$ cat config.mk
export PLATFORM = sky130hd
export DESIGN_NAME = mbc_code_ctrl
export DESIGN_NICKNAME = d
export VERILOG_FILES = /design/src/rtl/mbc_pkg.sv /design/src/rtl/mbc_event_sel.sv /design/src/rtl/mbc_mailbox.sv /design/src/rtl/mbc_read_view.sv /design/src/rtl/mbc_code_ctrl.sv
export SDC_FILE = /design/constraint.sdc
export NUM_CORES = 1
export LEC_CHECK = 0
export BUFFER_PORTS_ARGS = -buffer_cell sky130_fd_sc_hd__buf_2
export CORE_UTILIZATION = 57
export CTS_CLUSTER_SIZE = 8
export DETAILED_ROUTE_END_ITERATION = 10
export PLACE_DENSITY_LB_ADDON = 0.2
export SETUP_SLACK_MARGIN = 0.15
export SLEW_MARGIN = 25
export SYNTH_ARGS = -nofsm -noshare
export SYNTH_HDL_FRONTEND = slang
export SYNTH_SLANG_ARGS = --single-unit
$ cat constraint.sdc
create_clock -name clk -period 3 [get_ports clk]
set_clock_uncertainty 0.05 [all_clocks]
set_input_delay 0.6 -clock clk [delete_from_list [all_inputs] [get_ports clk]]
set_output_delay 0.6 -clock clk [all_outputs]
set_load 0.02 [all_outputs]
$ cat src/rtl/mbc_pkg.sv
package mbc_pkg;

    localparam int CODE_W = 4;
    localparam int EV_W   = 3;

    typedef logic [CODE_W-1:0] code_t;

    // Receive-side codes (bit 3 clear); bit 0 is the transient busy flag
    localparam code_t C_RX_OFF  = 4'b0000;
    localparam code_t C_EMPTY   = 4'b0100;
    localparam code_t C_FULL    = 4'b0010;
    localparam code_t C_OVRN    = 4'b0110;
    // Transmit-side codes (bit 3 set)
    localparam code_t C_TX_OFF  = 4'b1000;
    localparam code_t C_ABORT   = 4'b1001;
    localparam code_t C_TX_SEND = 4'b1100;
    localparam code_t C_TANS    = 4'b1110;
    localparam code_t C_RANS    = 4'b1010;

    typedef enum logic [EV_W-1:0] {
        EV_NONE    = 3'd0,
        EV_TXDONE  = 3'd1,
        EV_RRMATCH = 3'd2,
        EV_MISTART = 3'd3,
        EV_MIEND   = 3'd4
    } ev_kind_e;

    function automatic logic is_busy(code_t c);
        return !c[3] && c[0];
    endfunction

    function automatic logic rx_ready(code_t c);
        return (c == C_EMPTY) || (c == C_FULL) || (c == C_OVRN);
    endfunction

    function automatic logic tx_ok(code_t c);
        return (c == C_TX_SEND) || (c == C_TANS);
    endfunction

    function automatic code_t read_mask(code_t c, logic aen);
        code_t r;
        r = c;
        if (c[3] && !aen) r[0] = 1'b0;
        return r;
    endfunction

    // Code reached after an automatic event, given the current code and RTR bit
    function automatic code_t auto_next(code_t c, logic rtr, ev_kind_e ev);
        code_t n;
        code_t base;
        n    = c;
        base = {c[3:1], 1'b0};
        case (ev)
            EV_TXDONE: begin
                if (c == C_TX_SEND) n = rtr ? C_EMPTY : C_TX_OFF;
                else if (c == C_TANS) n = C_RANS;
            end
            EV_RRMATCH: begin
                if (c == C_RANS) n = C_TANS;
            end
            EV_MISTART: begin
                if (rx_ready(c)) n = {c[3:1], 1'b1};
            end
            EV_MIEND: begin
                if (is_busy(c)) begin
                    case (base)
                        C_EMPTY: n = C_FULL;
                        C_FULL:  n = C_OVRN;
                        C_OVRN:  n = C_OVRN;
                        default: n = base;
                    endcase
                end
            end
            default: n = c;
        endcase
        return n;
    endfunction

endpackage

$ cat src/rtl/mbc_event_sel.sv
module mbc_event_sel
    import mbc_pkg::*;
#(
    parameter int NUM_MB = 8,
    parameter int IDX_W  = $clog2(NUM_MB)
) (
    input  logic                       tx_vld,
    input  logic [IDX_W-1:0]           tx_idx,
    input  logic                       rr_vld,
    input  logic [IDX_W-1:0]           rr_idx,
    input  logic                       st_vld,
    input  logic [IDX_W-1:0]           st_idx,
    input  logic                       en_vld,
    input  logic [IDX_W-1:0]           en_idx,
    output logic [NUM_MB-1:0][EV_W-1:0] ev_o
);

    for (genvar g = 0; g < NUM_MB; g++) begin : g_sel
        ev_kind_e sel;
        // Later assignments override earlier ones: lowest priority first
        always_comb begin
            sel = EV_NONE;
            if (tx_vld && tx_idx == IDX_W'(g)) sel = EV_TXDONE;
            if (rr_vld && rr_idx == IDX_W'(g)) sel = EV_RRMATCH;
            if (st_vld && st_idx == IDX_W'(g)) sel = EV_MISTART;
            if (en_vld && en_idx == IDX_W'(g)) sel = EV_MIEND;
        end
        assign ev_o[g] = sel;
    end

endmodule

$ cat src/rtl/mbc_mailbox.sv
module mbc_mailbox
    import mbc_pkg::*;
(
    input  logic     clk,
    input  logic     rst,
    input  ev_kind_e ev_i,
    input  logic     wr_hit_i,
    input  code_t    wr_code_i,
    input  logic     wr_rtr_i,
    output code_t    code_o,
    output logic     rtr_o,
    output logic     busy_o,
    output logic     wr_lost_o
);

    code_t code_q;
    logic  rtr_q;
    logic  busy;
    logic  abort_blocked;
    logic  wr_apply;

    assign busy          = is_busy(code_q);
    assign abort_blocked = wr_hit_i && (wr_code_i == C_ABORT) && (code_q == C_RANS);
    assign wr_apply      = wr_hit_i && !busy && !abort_blocked;
    assign wr_lost_o     = wr_hit_i && busy;

    always_ff @(posedge clk) begin
        if (rst) begin
            code_q <= C_RX_OFF;
            rtr_q  <= 1'b0;
        end else if (wr_apply) begin
            code_q <= wr_code_i;
            rtr_q  <= wr_rtr_i;
        end else begin
            code_q <= auto_next(code_q, rtr_q, ev_i);
        end
    end

    assign code_o = code_q;
    assign rtr_o  = rtr_q;
    assign busy_o = busy;

    // base code bits are frozen while busy persists
    p_busy_base_hold_r5: assert property (@(posedge clk) disable iff (rst)
        busy |=> (!busy || code_q[3:1] == $past(code_q[3:1])));

    // busy only appears after a move-in start or an explicit CPU write
    p_busy_rise_src_r5: assert property (@(posedge clk) disable iff (rst)
        $rose(busy) |-> $past(ev_i == EV_MISTART || wr_apply));

    // a one-shot data transmit returns to inactive when done
    p_data_done_r3: assert property (@(posedge clk) disable iff (rst)
        (ev_i == EV_TXDONE && !wr_apply && code_q == C_TX_SEND && !rtr_q)
        |=> code_q == C_TX_OFF);

    // abort on an answer-ready mailbox leaves the code alone
    p_abort_ignored_r9: assert property (@(posedge clk) disable iff (rst)
        (abort_blocked && ev_i == EV_NONE) |=> code_q == C_RANS);

endmodule

$ cat src/rtl/mbc_read_view.sv
module mbc_read_view
    import mbc_pkg::*;
#(
    parameter int NUM_MB = 8
) (
    input  logic                       abort_en_i,
    input  logic [NUM_MB*CODE_W-1:0]   code_i,
    output logic [NUM_MB*CODE_W-1:0]   rd_code_o,
    output logic [NUM_MB-1:0]          elig_o
);

    for (genvar g = 0; g < NUM_MB; g++) begin : g_view
        code_t c;
        assign c                              = code_i[g*CODE_W +: CODE_W];
        assign rd_code_o[g*CODE_W +: CODE_W]  = read_mask(c, abort_en_i);
        assign elig_o[g]                      = tx_ok(c);
    end

endmodule

$ cat src/rtl/mbc_code_ctrl.sv
module mbc_code_ctrl
    import mbc_pkg::*;
#(
    parameter int NUM_MB = 8,
    parameter int IDX_W  = $clog2(NUM_MB)
) (
    input  logic                     clk,
    input  logic                     rst,
    input  logic                     abort_en,
    input  logic                     cpu_wr_en,
    input  logic [IDX_W-1:0]         cpu_wr_idx,
    input  logic [CODE_W-1:0]        cpu_wr_code,
    input  logic                     cpu_wr_rtr,
    input  logic                     tx_done_vld,
    input  logic [IDX_W-1:0]         tx_done_idx,
    input  logic                     rr_match_vld,
    input  logic [IDX_W-1:0]         rr_match_idx,
    input  logic                     mi_start_vld,
    input  logic [IDX_W-1:0]         mi_start_idx,
    input  logic                     mi_end_vld,
    input  logic [IDX_W-1:0]         mi_end_idx,
    output logic [NUM_MB*CODE_W-1:0] mb_code,
    output logic [NUM_MB*CODE_W-1:0] mb_rd_code,
    output logic [NUM_MB-1:0]        tx_eligible,
    output logic [NUM_MB-1:0]        mb_busy,
    output logic                     wr_conflict
);

    logic [NUM_MB-1:0][EV_W-1:0] ev_bus;
    logic [NUM_MB-1:0]           wr_lost;
    logic                        conflict_q;

    mbc_event_sel #(.NUM_MB(NUM_MB), .IDX_W(IDX_W)) u_sel (
        .tx_vld (tx_done_vld),
        .tx_idx (tx_done_idx),
        .rr_vld (rr_match_vld),
        .rr_idx (rr_match_idx),
        .st_vld (mi_start_vld),
        .st_idx (mi_start_idx),
        .en_vld (mi_end_vld),
        .en_idx (mi_end_idx),
        .ev_o   (ev_bus)
    );

    for (genvar g = 0; g < NUM_MB; g++) begin : g_mb
        code_t code_w;
        logic  rtr_w;
        mbc_mailbox u_mb (
            .clk       (clk),
            .rst       (rst),
            .ev_i      (ev_kind_e'(ev_bus[g])),
            .wr_hit_i  (cpu_wr_en && cpu_wr_idx == IDX_W'(g)),
            .wr_code_i (cpu_wr_code),
            .wr_rtr_i  (cpu_wr_rtr),
            .code_o    (code_w),
            .rtr_o     (rtr_w),
            .busy_o    (mb_busy[g]),
            .wr_lost_o (wr_lost[g])
        );
        assign mb_code[g*CODE_W +: CODE_W] = code_w;
    end

    mbc_read_view #(.NUM_MB(NUM_MB)) u_view (
        .abort_en_i (abort_en),
        .code_i     (mb_code),
        .rd_code_o  (mb_rd_code),
        .elig_o     (tx_eligible)
    );

    always_ff @(posedge clk) begin
        if (rst) conflict_q <= 1'b0;
        else     conflict_q <= |wr_lost;
    end

    assign wr_conflict = conflict_q;

    // a write aimed at a busy mailbox is flagged on the next cycle
    p_conflict_flag_r11: assert property (@(posedge clk) disable iff (rst)
        (cpu_wr_en && mb_busy[cpu_wr_idx]) |=> wr_conflict);

endmodule

Yosys cells after proc, flatten, opt, wreduce, memory -nomap -nowiden
Cells that the tools add are included.
- bits in registers: 41
- input port bits: 28
- output and inout port bits: 81
- logic and storage cells: 516
- equal/unequal tests: 188
- multiplexer cells: 112
- reduce and logical (&&, ||, !) cells: 191
- operators by type and width (cell ; count):
    two-way mux 4 bit ; 48
    one-hot mux 4 bit (4 select lines) ; 8
    == test 3 x 2 -> 1 bit (second input constant) ; 42
    == test 4 bit (second input constant) ; 25
    logical AND 1 bit ; 96
    == test 3 bit (second input constant) ; 28
    != test 3 x 1 -> 1 bit (second input constant) ; 24
    == test 4 x 3 -> 1 bit (second input constant) ; 16
    one-hot mux 4 bit (2 select lines) ; 8
    == test 3 x 1 -> 1 bit (second input constant) ; 21
    AND reduction 6 bit ; 8
    AND reduction 5 bit ; 8
    nonzero test 5 bit ; 8
    == test 4 x 2 -> 1 bit (second input constant) ; 8
    two-way mux 2 bit ; 16
    != test 4 x 1 -> 1 bit (second input constant) ; 8
    != test 4 x 2 -> 1 bit (second input constant) ; 8
    nonzero test 4 bit ; 8
    zero test 1 bit ; 25
    logical OR 1 bit ; 24
    two-way mux 1 bit ; 24
    two-way mux 3 bit ; 8
    != test 2 x 1 -> 1 bit (second input constant) ; 8
    OR reduction 2 bit ; 8
    2 further kinds ; 6

Depth between registers and ports, before layout
Gate-level depths: netlist (run 1).
- word-level depth: 9
- depth in mapped cells: 8
- gate-level depth less buffers: 6

By module
A second synthesis (run 1) with hierarchy kept.
- cell total of the unflattened synthesis: 633
- area, all modules: 5038.6 µm²
- modules (own cells, without submodules) (module ; instances ; cells an instance ; area an instance (µm²) ; sequential area each (µm²)):
    mbc_mailbox ; 8 ; 63 ; 530.5 ; 100.1
    mbc_event_sel ; 1 ; 63 ; 349.1 ; 0.0
    mbc_read_view ; 1 ; 49 ; 334.1 ; 0.0
    mbc_code_ctrl ; 1 ; 17 ; 111.4 ; 20.0

Least setup slack after synthesis (run 1)
OpenSTA, ideal clock, no wires.
- path kind: input to register
- from: in cpu_wr_code[0]
- to: reg g_mb[1].u_mb.code_q[1]
- library setup time: 0.070 ns
- data arrival time: 2.095 ns
- data required time: 2.880 ns
- setup slack: 0.785 ns
- stages on the path: 7
- path buffers: 2
- cell sequence: buf_2 -> and4bb_4 -> buf_6 -> a2111o_1 -> and2_4 -> a221o_1 -> a21oi_1
- cells in the longest elaborated chain, start to end: 7
- elaborated cells between the ends (all ways): 13
- those cells by class: eq/ne (6); mux (1); reduce/logical (6)
- RTL lines (what ; line ; source):
    start, declared ; mbc_code_ctrl.sv:12 ; input logic [CODE_W-1:0] cpu_wr_code,
    == test 4 bit * ; mbc_mailbox.sv:23 ; assign abort_blocked = wr_hit_i && (wr_code_i == C_ABORT) && (code_q == C_RANS);
    logical AND 1 bit * (2 in a row) ; mbc_mailbox.sv:23 ;
    zero test 1 bit * ; mbc_mailbox.sv:24 ; assign wr_apply = wr_hit_i && !busy && !abort_blocked;
    logical AND 1 bit * ; mbc_mailbox.sv:24 ;
    != test 4 x 1 -> 1 bit (no line), or another cell as far along ; n/a ;
    AND reduction 6 bit (no line) ; n/a ;
    end signal, assigned ; mbc_mailbox.sv:32 ; code_q <= wr_code_i;
    end signal, assigned ; mbc_mailbox.sv:35 ; code_q <= auto_next(code_q, rtr_q, ev_i);
    end, declared ; mbc_mailbox.sv:16 ; code_t code_q;
Mark *: on every way between the ends. The rest lies on a longest branch, timed or not.
A chain may end at the register's enable or synchronous reset.

Worst setup path after layout (run 1)
- from: in cpu_wr_code[3]
- to: reg g_mb[0].u_mb.code_q[2]
- cells in the longest elaborated chain, start to end: 7
- elaborated cells between the ends (all ways): 13
- those cells by class: eq/ne (6); mux (1); reduce/logical (6)
- RTL lines (what ; line):
    == test 4 bit * ; mbc_mailbox.sv:23
    logical AND 1 bit * (2 in a row) ; mbc_mailbox.sv:23
    zero test 1 bit * ; mbc_mailbox.sv:24
    logical AND 1 bit * ; mbc_mailbox.sv:24
    != test 4 x 1 -> 1 bit (no line), or another cell as far along ; n/a
    AND reduction 6 bit (no line) ; n/a
    end signal, assigned ; mbc_mailbox.sv:32
    end signal, assigned ; mbc_mailbox.sv:35
    end, declared ; mbc_mailbox.sv:16
Marks and branches as above.

==> out/results.ini, run 1 <==
[timing]
post-route-min-period_ns = 2.28
maxSlewViolCount = 0
fin_crit_sh_pct = 76.1
worst_hold_slack_ns = 0.427
hold_violations = 0
setup_viol = 0
fin_tns_setup_ns = 0
tightest_slew_ns = 0.790
rsz0062_at_grt = no
maxSlewHeadroom_pct = 46.6
max_freq_mhz = 438

[power]
finalPower_mw = 1.22
p_clk_share_pct = 29.8
p_comb_share_pct = 22.5
p_int_uw = 821
switching_share_pct = 32.7
power_frac_seq_pct = 47.7
power.switching_uw = 398
p_per_area_nw_per_um2 = 294
ir_drop_uv = 182
p_leak_nw = 1.67

[floorplanning]
start_util_pct = 59.2
rows = 29
ios = 109
die_x_um = 83.2
fp.dieH_um = 83.2
dieArea_um2 = 6930
core_um2 = 6350

[critical_path]
worstPathMaxFanout = 13
worstSetupEndpointType = flip-flop
cpLargestDelayFamily = compound AO/OA/AOI/OAI gates
arrival_ns = 2.47
cpPeakStageDelay_ns = 0.61
critPathBufInv = 1
slowest_stage = a2111oi_4
worstPathCellList = buf_2, and4bb_4, a2111oi_4, a31oi_1, a221o_1, a21oi_1
path_class = in2reg
crit_required_ns = 3.18
startpoint_type = primary input

[logic_synthesis]
synth_nets = 492
synth_warnings = 0
synth_edf_count = 0
ys_seq_area_share_pct = 21.8
ys.flop_type = dfxtp_1
syn_area_per_cell_um2 = 8.11
synth_cell_type_count = 65
synth_cells = 464
synth_seq_cells = 41
synth_area_um2 = 3760
async_flop_share_pct = 0

[clock_network]
cts_setup_buffers = 0
root_buffer = clkbuf_8
cts.htree.levels = 2
clock_latency_ns = 0.30
path_clk_slew_ns = 0.08
cts_max_path_buffers = 2
cts_tree = yes
cts_made_buffers = 5
cts_resized = 0
numClockSinks = 41
holdBufCountCts = 0

[cells_and_area]
final_cell_count_no_fill = 603
drive_gt1_share_pct = 28.1
n_antenna_cell = 0
fin_nets = 553
area_delta_synth_final_pct = 10.1

[global_route]
grt_pass1_vias = 3430
grt_usage_pct = 31.6
antenna_found_initial = 0
overflow = 0
grt_max_degree = 36
grt_pass1_wl_mm = 17.8

[routing]
vias_per_cell = 6.85
totalWireLength_mm = 11.3
vias = 4128
routedWlPerCell_um = 18.7
remaining_drc_errors = 0
first_pass_iters = 5
first_iter_violations = 315
ant_nets = 0

[run]
max_cap_viol_count = 0

[placement]
port-buffer-count = 108
gp_congestion = 0.942
dp.cells = 595
place_hpwl_mm = 8.15

[run_status]
status = finished clean

[min_path]
hold_path.class = reg2reg

stage by stage:
| step | cell area, um^2 | setup slack (ns) | util (%) |
|---|---|---|---|
| 6_report | 4140 | 0.716 | 65.2 |
| 5_1_grt | 4140 | 0.541 | 65.2 |
| 4_1_cts | 4140 | 0.754 | 65.2 |
| 3_5_place_dp | 4060 | 0.425 | 64.0 |
| 3_3_place_gp | 4060 | 0.524 | 64.0 |
| 2_1_floorplan | 3760 | 0.785 | - |
cells in the mapped netlist (4+ instances only):
| master | count | share of area, % |
|---|---|---|
| nand2b_1 | 11 | 1.8 |
| nand4b_1 | 9 | 2.1 |
| a2111o_1 | 4 | 1.2 |
| and2_1 | 4 | 0.67 |
| buf_4 | 35 | 7.0 |
| or2_2 | 7 | 1.2 |
| a211o_1 | 6 | 1.4 |
| o21ai_0 | 7 | 0.93 |
| and4b_1 | 5 | 1.3 |
| nor4b_1 | 4 | 0.93 |
| nand2_1 | 37 | 3.7 |
| nand4_1 | 7 | 1.2 |
| inv_1 | 16 | 1.6 |
| buf_2 | 11 | 1.5 |
| o211ai_1 | 7 | 1.4 |
| o221ai_1 | 8 | 1.9 |
| nor2b_1 | 13 | 2.2 |
| nand3_1 | 18 | 2.4 |
| a21boi_0 | 9 | 1.8 |
| a31oi_1 | 11 | 1.8 |
| a221oi_1 | 6 | 1.4 |
| nor3_1 | 8 | 1.1 |
| a211oi_1 | 10 | 2.0 |
| a311oi_1 | 5 | 1.2 |
| mux2i_1 | 5 | 1.3 |
| nor4bb_1 | 16 | 4.3 |
| nor2_1 | 18 | 1.8 |
| dfxtp_1 | 41 | 22 |
| a21oi_1 | 38 | 5.1 |
| clkbuf_1 | 10 | 1.0 |
| or3_1 | 5 | 0.83 |
| a2111oi_2 | 5 | 2.0 |
| a221o_1 | 6 | 1.6 |
| nor3b_1 | 6 | 1.2 |
layout make-up:
cell class | instances | area [um^2]
clock buffer | 8 | 80.1
fill | 582 | 2210
tap | 77 | 96.3
inverter | 16 | 60.1
multi-input combinational | 347 | 2500
sequential | 41 | 821
timing repair buffer | 114 | 586
power groups by stage:
stage          logic, mW  registers (mW)  clock network (mW)
2_1_floorplan      0.188           0.602                   0
3_3_place_gp       0.266           0.594                   0
3_5_place_dp       0.269           0.594                   0
4_1_cts            0.269           0.581               0.368
5_1_grt            0.292           0.586               0.392
6_report           0.274           0.582               0.363
layout by cell type (no fill, tap or decap), types with 6 or more instances in the layout:
master / n
a211o_1: 6
or2_2: 7
a21boi_0: 9
nor2_1: 18
nand2_1: 37
dfxtp_1: 41
buf_4: 6
a31oi_1: 11
nand4b_1: 9
o221ai_1: 8
nand3_1: 18
a211oi_1: 10
nand4_1: 7
a221o_1: 6
inv_1: 16
nor4bb_1: 16
o21ai_0: 7
nor3_1: 8
nor3b_1: 6
nor2b_1: 13
nand2b_1: 11
a21oi_1: 38
buf_2: 108
a221oi_1: 6
o211ai_1: 7
metal layers:
| layer | GRT usage [%] | vias to the layer above | part of all wire [%] |
|---|---|---|---|
| li1 | - | 1902 | - |
| met1 | 44.9 | 1927 | 43 |
| met2 | 49.0 | 273 | 46 |
| met3 | 4.08 | 26 | 8.6 |
| met4 | 11.1 | 0 | 2.4 |
| met5 | 0 | - | 0 |
logic make-up (layout without fill, tap and decap cells):
group / Yosys count / count (layout) / share of synthesized area [%]
flops: 41 / 41 / 21.8
simple gates: 198 / 198 / 34.8
buf+inv: 76 / 138 / 11.7
mux: 9 / 9 / 3.13
compound gates: 140 / 140 / 28.5
worst register-to-register path: stages (launching register included):
cell,delay [ns]
dfxtp_1,0.42
nor4bb_1,0.57
a2111oi_4,0.23
a31oi_1,0.45
a221oi_1,0.16
a211oi_1,0.23
registers in the layout, indices dropped and copies added (netlist names):
register	flops
g_mb.u_mb.code_o	32
g_mb.u_mb.rtr_o	8
wr_conflict	1
final timing paths:
kind	from	endpoint	slack, ns	depth (start not counted)
setup / recovery	cpu_wr_code[3]	g_mb[0].u_mb.code_o[2]$_SDFFE_PP0P_	0.72	6
hold / removal	g_mb[7].u_mb.rtr_o$_SDFFE_PP0P_	g_mb[7].u_mb.rtr_o$_SDFFE_PP0P_	0.43	2
setup reg to reg	g_mb[0].u_mb.code_o[3]$_SDFFE_PP0P_	g_mb[0].u_mb.code_o[3]$_SDFFE_PP0P_	0.81	5
hold reg to reg	g_mb[7].u_mb.rtr_o$_SDFFE_PP0P_	g_mb[7].u_mb.rtr_o$_SDFFE_PP0P_	0.43	2
Note: power is estimated with default switching activity, not from simulation.
==> run 2, diff against run 1 <==
CORE_UTILIZATION = 48   (was 57)
clock period = 1.95 ns   (was 3 ns; I/O delays follow)
==> out/results.ini, run 2 (same netlist as run 1, synthesis figures left out) <==
[run_status]
status = finished clean

[timing]
hold_violations = 0  ; unchanged
rsz0062_at_grt = yes
setup_viol = 0  ; unchanged
max_freq_mhz = 538
fin_tns_setup_ns = 0  ; unchanged
tightest_slew_ns = 0.592  ; -0.198 ns
timing.final.ws_setup_ns = 0.0903  ; -0.626 ns
post-route-min-period_ns = 1.86
maxSlewViolCount = 0  ; unchanged
fin_crit_sh_pct = 95.4
maxSlewHeadroom_pct = 60.0  ; +13 points
worst_hold_slack_ns = 0.329  ; -0.0985 ns

[power]
ir_drop_uv = 237  ; +30%
p_leak_nw = 2.36  ; +41%
p_per_area_nw_per_um2 = 412  ; +40%

[floorplanning]
fp.dieH_um = 90.5  ; +8.8%
core_um2 = 7410  ; +17%
start_util_pct = 50.8  ; -8.5 points
ios = 109  ; unchanged
dieArea_um2 = 8190  ; +18%
rows = 31  ; +6.9%
die_x_um = 90.5  ; +8.8%

[clock_network]
cts_made_buffers = 5  ; unchanged
cts_max_path_buffers = 2  ; unchanged
clock_latency_ns = 0.32  ; +0.02 ns
cts.htree.levels = 2  ; unchanged
root_buffer = clkbuf_8
numClockSinks = 41  ; unchanged
cts_tree = yes
holdBufCountCts = 0  ; unchanged
path_clk_slew_ns = 0.10  ; +0.02 ns

[cells_and_area]
fin_nets = 674  ; +22%
fin_area_um2 = 5530  ; +34%
multi_input_area_um2 = 2830  ; +13%
drive_gt1_share_pct = 51.2  ; +23 points
n_antenna_cell = 0  ; unchanged
final_cell_mix = buf_4 (121), buf_2 (106), nand2_1 (37), a21oi_1 (35), dfxtp_1 (22)
largest_reg_flops = 32  ; unchanged
mostFrequentLayoutCell = buf_4
regArea_um2 = 862  ; +5.0%
nFillCells = 537  ; -7.7%
area_delta_synth_final_pct = 47.1

[routing]
first_iter_violations = 323  ; +2.5%
remaining_drc_errors = 0  ; unchanged
first_pass_iters = 5  ; unchanged
vias_per_cell = 6.30  ; -7.9%
routedWlPerCell_um = 18.7  ; -0.24%
vias = 4701  ; +14%
ant_nets = 0  ; unchanged
totalWireLength_mm = 13.9  ; +23%

[global_route]
grt_pass1_wl_mm = 20.5  ; +15%
grt_max_degree = 36  ; unchanged
grt_pass1_vias = 4137  ; +21%
grt_usage_pct = 31.1  ; -0.44 points
antenna_found_initial = 0  ; unchanged
overflow = 0  ; unchanged

[critical_path]
reg2reg_slack_ns = 0.09  ; -0.72 ns
worstSetupEndpointType = flip-flop
path_class = reg2reg
arrival_ns = 2.04  ; -0.43 ns
worstPathMaxFanout = 5  ; -8
startpoint_type = flip-flop
crit_required_ns = 2.13  ; -1.05 ns

[min_path]
hold_path.class = in2reg

[placement]
place_area_um2 = 4960  ; +22%
place_hpwl_mm = 9.83  ; +20%
dp_slack_ns = -0.142  ; -0.567 ns
gp_congestion = 0.942  ; unchanged
port-buffer-count = 108  ; unchanged

[run]
max_cap_viol_count = 0  ; unchanged

-- run 2: what timing repair did --
action | CTS | global route
setup buffers | 3 | 11
resized for setup | 15 | 53
setup endpoints to repair | 15 | 27
pin swaps | 5 | 22
cloned | 1 | 1
-- run 2: final timing paths --
| kind | depth (start not counted) | from | endpoint |
|---|---|---|---|
| max | 5 | g_mb[5].u_mb.code_o[2]$_SDFFE_PP0P_ | g_mb[5].u_mb.code_o[1]$_SDFFE_PP0P_ |
| min | 2 | cpu_wr_en | wr_conflict$_SDFF_PP0_ |
| max reg2reg | 5 | g_mb[5].u_mb.code_o[2]$_SDFFE_PP0P_ | g_mb[5].u_mb.code_o[1]$_SDFFE_PP0P_ |
| min reg2reg | 2 | g_mb[4].u_mb.rtr_o$_SDFFE_PP0P_ | g_mb[4].u_mb.rtr_o$_SDFFE_PP0P_ |
-- run 2: critical path, stage by stage, from the launching register on --
cell     delay (ns)
dfxtp_4        0.37
buf_4          0.15
or3b_1         0.37
a211o_1        0.37
a221o_1        0.32
a21oi_1        0.14
-- run 2: power by group --
group	switching (mW)	internal, mW	total, mW	leakage (nW)
Sequential	0.0272	0.853	0.880	0.343
Combinational	0.341	0.258	0.600	1.95
Clock	0.344	0.458	0.802	0.0663
-- run 2: area by class of cell --
cell class,instances,area share (%)
sequential,41,15.6
multi-input combinational,348,51.2
clock buffer,6,1.70
timing repair buffer,234,27.6
tap,99,2.24
clock inverter,2,0.633
inverter,16,1.09
-- run 2: stage by stage --
stage,std cells,util (%),power (mW)
floorplan,464,-,1.23
global placement,722,66.9,1.43
detailed placement,722,66.9,1.44
CTS,734,69.8,2.23
global route,746,74.7,2.36
finish,746,74.7,2.28
-- run 2: routing by layer --
layer	vias up	track usage, %	wire (um)
li1	2145	-	-
met1	2208	39.1	5620
met2	291	50.9	6400
met3	57	6.31	1270
met4	0	14.4	636
met5	-	0	0
==> run 3, diff against run 2 <==
CORE_UTILIZATION = 53   (was 48)
GPL_TIMING_DRIVEN = 1   (was default)
SETUP_SLACK_MARGIN = default   (was 0.15)
clock period = 2.1 ns   (was 1.95 ns; I/O delays follow)
==> out/results.ini, run 3 (same netlist as run 1, synthesis figures left out) <==
[run_status]
status = finished clean

[timing]
maxSlewHeadroom_pct = 51.3  ; -8.7 points
maxSlewViolCount = 0  ; unchanged
worst_hold_slack_ns = 0.359  ; +0.0303 ns
max_freq_mhz = 511  ; -5.0%
setup_viol = 0  ; unchanged
hold_violations = 0  ; unchanged
post-route-min-period_ns = 1.96  ; +0.0987 ns
fin_crit_sh_pct = 93.3  ; -2.1 points
rsz0062_at_grt = no
timing.final.ws_setup_ns = 0.142  ; +0.0513 ns
tightest_slew_ns = 0.721  ; +0.128 ns

[floorplanning]
core_um2 = 6830  ; -7.8%
start_util_pct = 55.1  ; +4.3 points
dieArea_um2 = 7440  ; -9.2%
fp.dieH_um = 86.2  ; -4.7%
rows = 30  ; -3.2%
ios = 109  ; unchanged
die_x_um = 86.2  ; -4.7%

[critical_path]
ff2ff_path_depth = 6  ; +1
path_class = reg2reg
arrival_ns = 2.08  ; +0.04 ns
worstSetupEndpointType = flip-flop
crit_required_ns = 2.23  ; +0.10 ns
startpoint_type = flip-flop
worstPathMaxFanout = 12  ; +7

[cells_and_area]
largest_reg_flops = 32  ; unchanged
final_cell_mix = buf_2 (108), buf_4 (52), dfxtp_1 (40), a21oi_1 (38), nand2_1 (37)
drive_gt1_share_pct = 34.8  ; -16 points
fin_area_um2 = 4540  ; -18%
n_antenna_cell = 0  ; unchanged
area_delta_synth_final_pct = 20.7
fin_nets = 599  ; -11%
mostFrequentLayoutCell = buf_2

[placement]
dp_slack_ns = -0.0281  ; +0.114 ns
place_hpwl_mm = 8.93  ; -9.1%
port-buffer-count = 108  ; unchanged
gp_congestion = 0.995  ; +5.6%
place_area_um2 = 4430  ; -11%

[global_route]
antenna_found_initial = 0  ; unchanged
grt_max_degree = 36  ; unchanged
overflow = 0  ; unchanged
grt_pass1_wl_mm = 18.4  ; -10%
grt_usage_pct = 31.5  ; +0.35 points
grt_pass1_vias = 3701  ; -11%

[run]
max_cap_viol_count = 0  ; unchanged

[power]
ir_drop_uv = 221  ; -6.7%
p_per_area_nw_per_um2 = 409  ; -0.83%
p_leak_nw = 1.92  ; -19%

[clock_network]
cts_setup_buffers = 0  ; -3
path_clk_slew_ns = 0.08  ; -0.02 ns
clock_latency_ns = 0.30  ; -0.02 ns
cts_max_path_buffers = 2  ; unchanged
cts_resized = 0  ; -15
cts_made_buffers = 5  ; unchanged
cts.htree.levels = 2  ; unchanged
numClockSinks = 41  ; unchanged
holdBufCountCts = 0  ; unchanged
root_buffer = clkbuf_8
cts_tree = yes

[routing]
first_pass_iters = 6  ; +1
totalWireLength_mm = 11.9  ; -15%
first_iter_violations = 368  ; +14%
vias = 4277  ; -9.0%
routedWlPerCell_um = 17.7  ; -4.9%
remaining_drc_errors = 0  ; unchanged
vias_per_cell = 6.40  ; +1.6%
ant_nets = 0  ; unchanged

[min_path]
hold_path.class = in2reg
hold_depth = 2  ; unchanged

## run 3: cell count changes in the layout (fill, tap and decap cells not counted), sizes merged
cell | previous run | this run
clkbuf | 8 | 7
and4bb | 5 | 4
buf | 232 | 160
bufinv | 1 | 0
## run 3: path summary, 6_finish.rpt
check	start	end	slack [ns]
hold / removal	cpu_wr_en	wr_conflict$_SDFF_PP0_	0.36
setup / recovery	g_mb[6].u_mb.code_o[1]$_SDFFE_PP0P_	g_mb[6].u_mb.code_o[1]$_SDFFE_PP0P_	0.14
hold reg to reg	g_mb[7].u_mb.rtr_o$_SDFFE_PP0P_	g_mb[7].u_mb.rtr_o$_SDFFE_PP0P_	0.42
setup reg to reg	g_mb[6].u_mb.code_o[1]$_SDFFE_PP0P_	g_mb[6].u_mb.code_o[1]$_SDFFE_PP0P_	0.14
## run 3: power breakdown
group	internal [mW]	leakage, nW	total, mW	switching, mW
registers	0.797	0.333	0.821	0.0237
logic	0.171	1.53	0.448	0.277
clock network	0.298	0.0542	0.589	0.291
## run 3: layer usage
layer | track usage, % | up-vias | wire length (um)
met5 | 0 | - | 0
met2 | 50.9 | 259 | 5380
met4 | 13.8 | 0 | 422
li1 | - | 1985 | -
met1 | 41.3 | 1992 | 4980
met3 | 5.52 | 41 | 1070
## run 3: final cells by class
type / count / area [um^2]
clock buffers: 7 / 96.3
well taps: 96 / 120
inverters: 16 / 60.1
clock inverters: 1 / 5.00
repair buffers: 160 / 931
multi-input cells: 347 / 2510
flip-flops and latches: 41 / 822
fillers: 605 / 2290
## run 3: per-stage QoR
stage / total power [mW] / setup TNS (ns) / utilization [%] / cells
after floorplan: 1.13 / 0 / - / 464
after global placement: 1.27 / 0 / 64.9 / 660
after detailed placement: 1.27 / -0.0696 / 64.9 / 660
after CTS: 1.84 / 0 / 66.4 / 668
after global routing: 1.92 / 0 / 66.5 / 668
final: 1.86 / 0 / 66.5 / 668
## run 3: critical path: stages, from the launching register on
cell,delay (ns)
dfxtp_1,0.46
nor4bb_2,0.41
a2111oi_2,0.12
buf_4,0.20
a31oi_1,0.31
a221o_1,0.22
a21oi_1,0.06
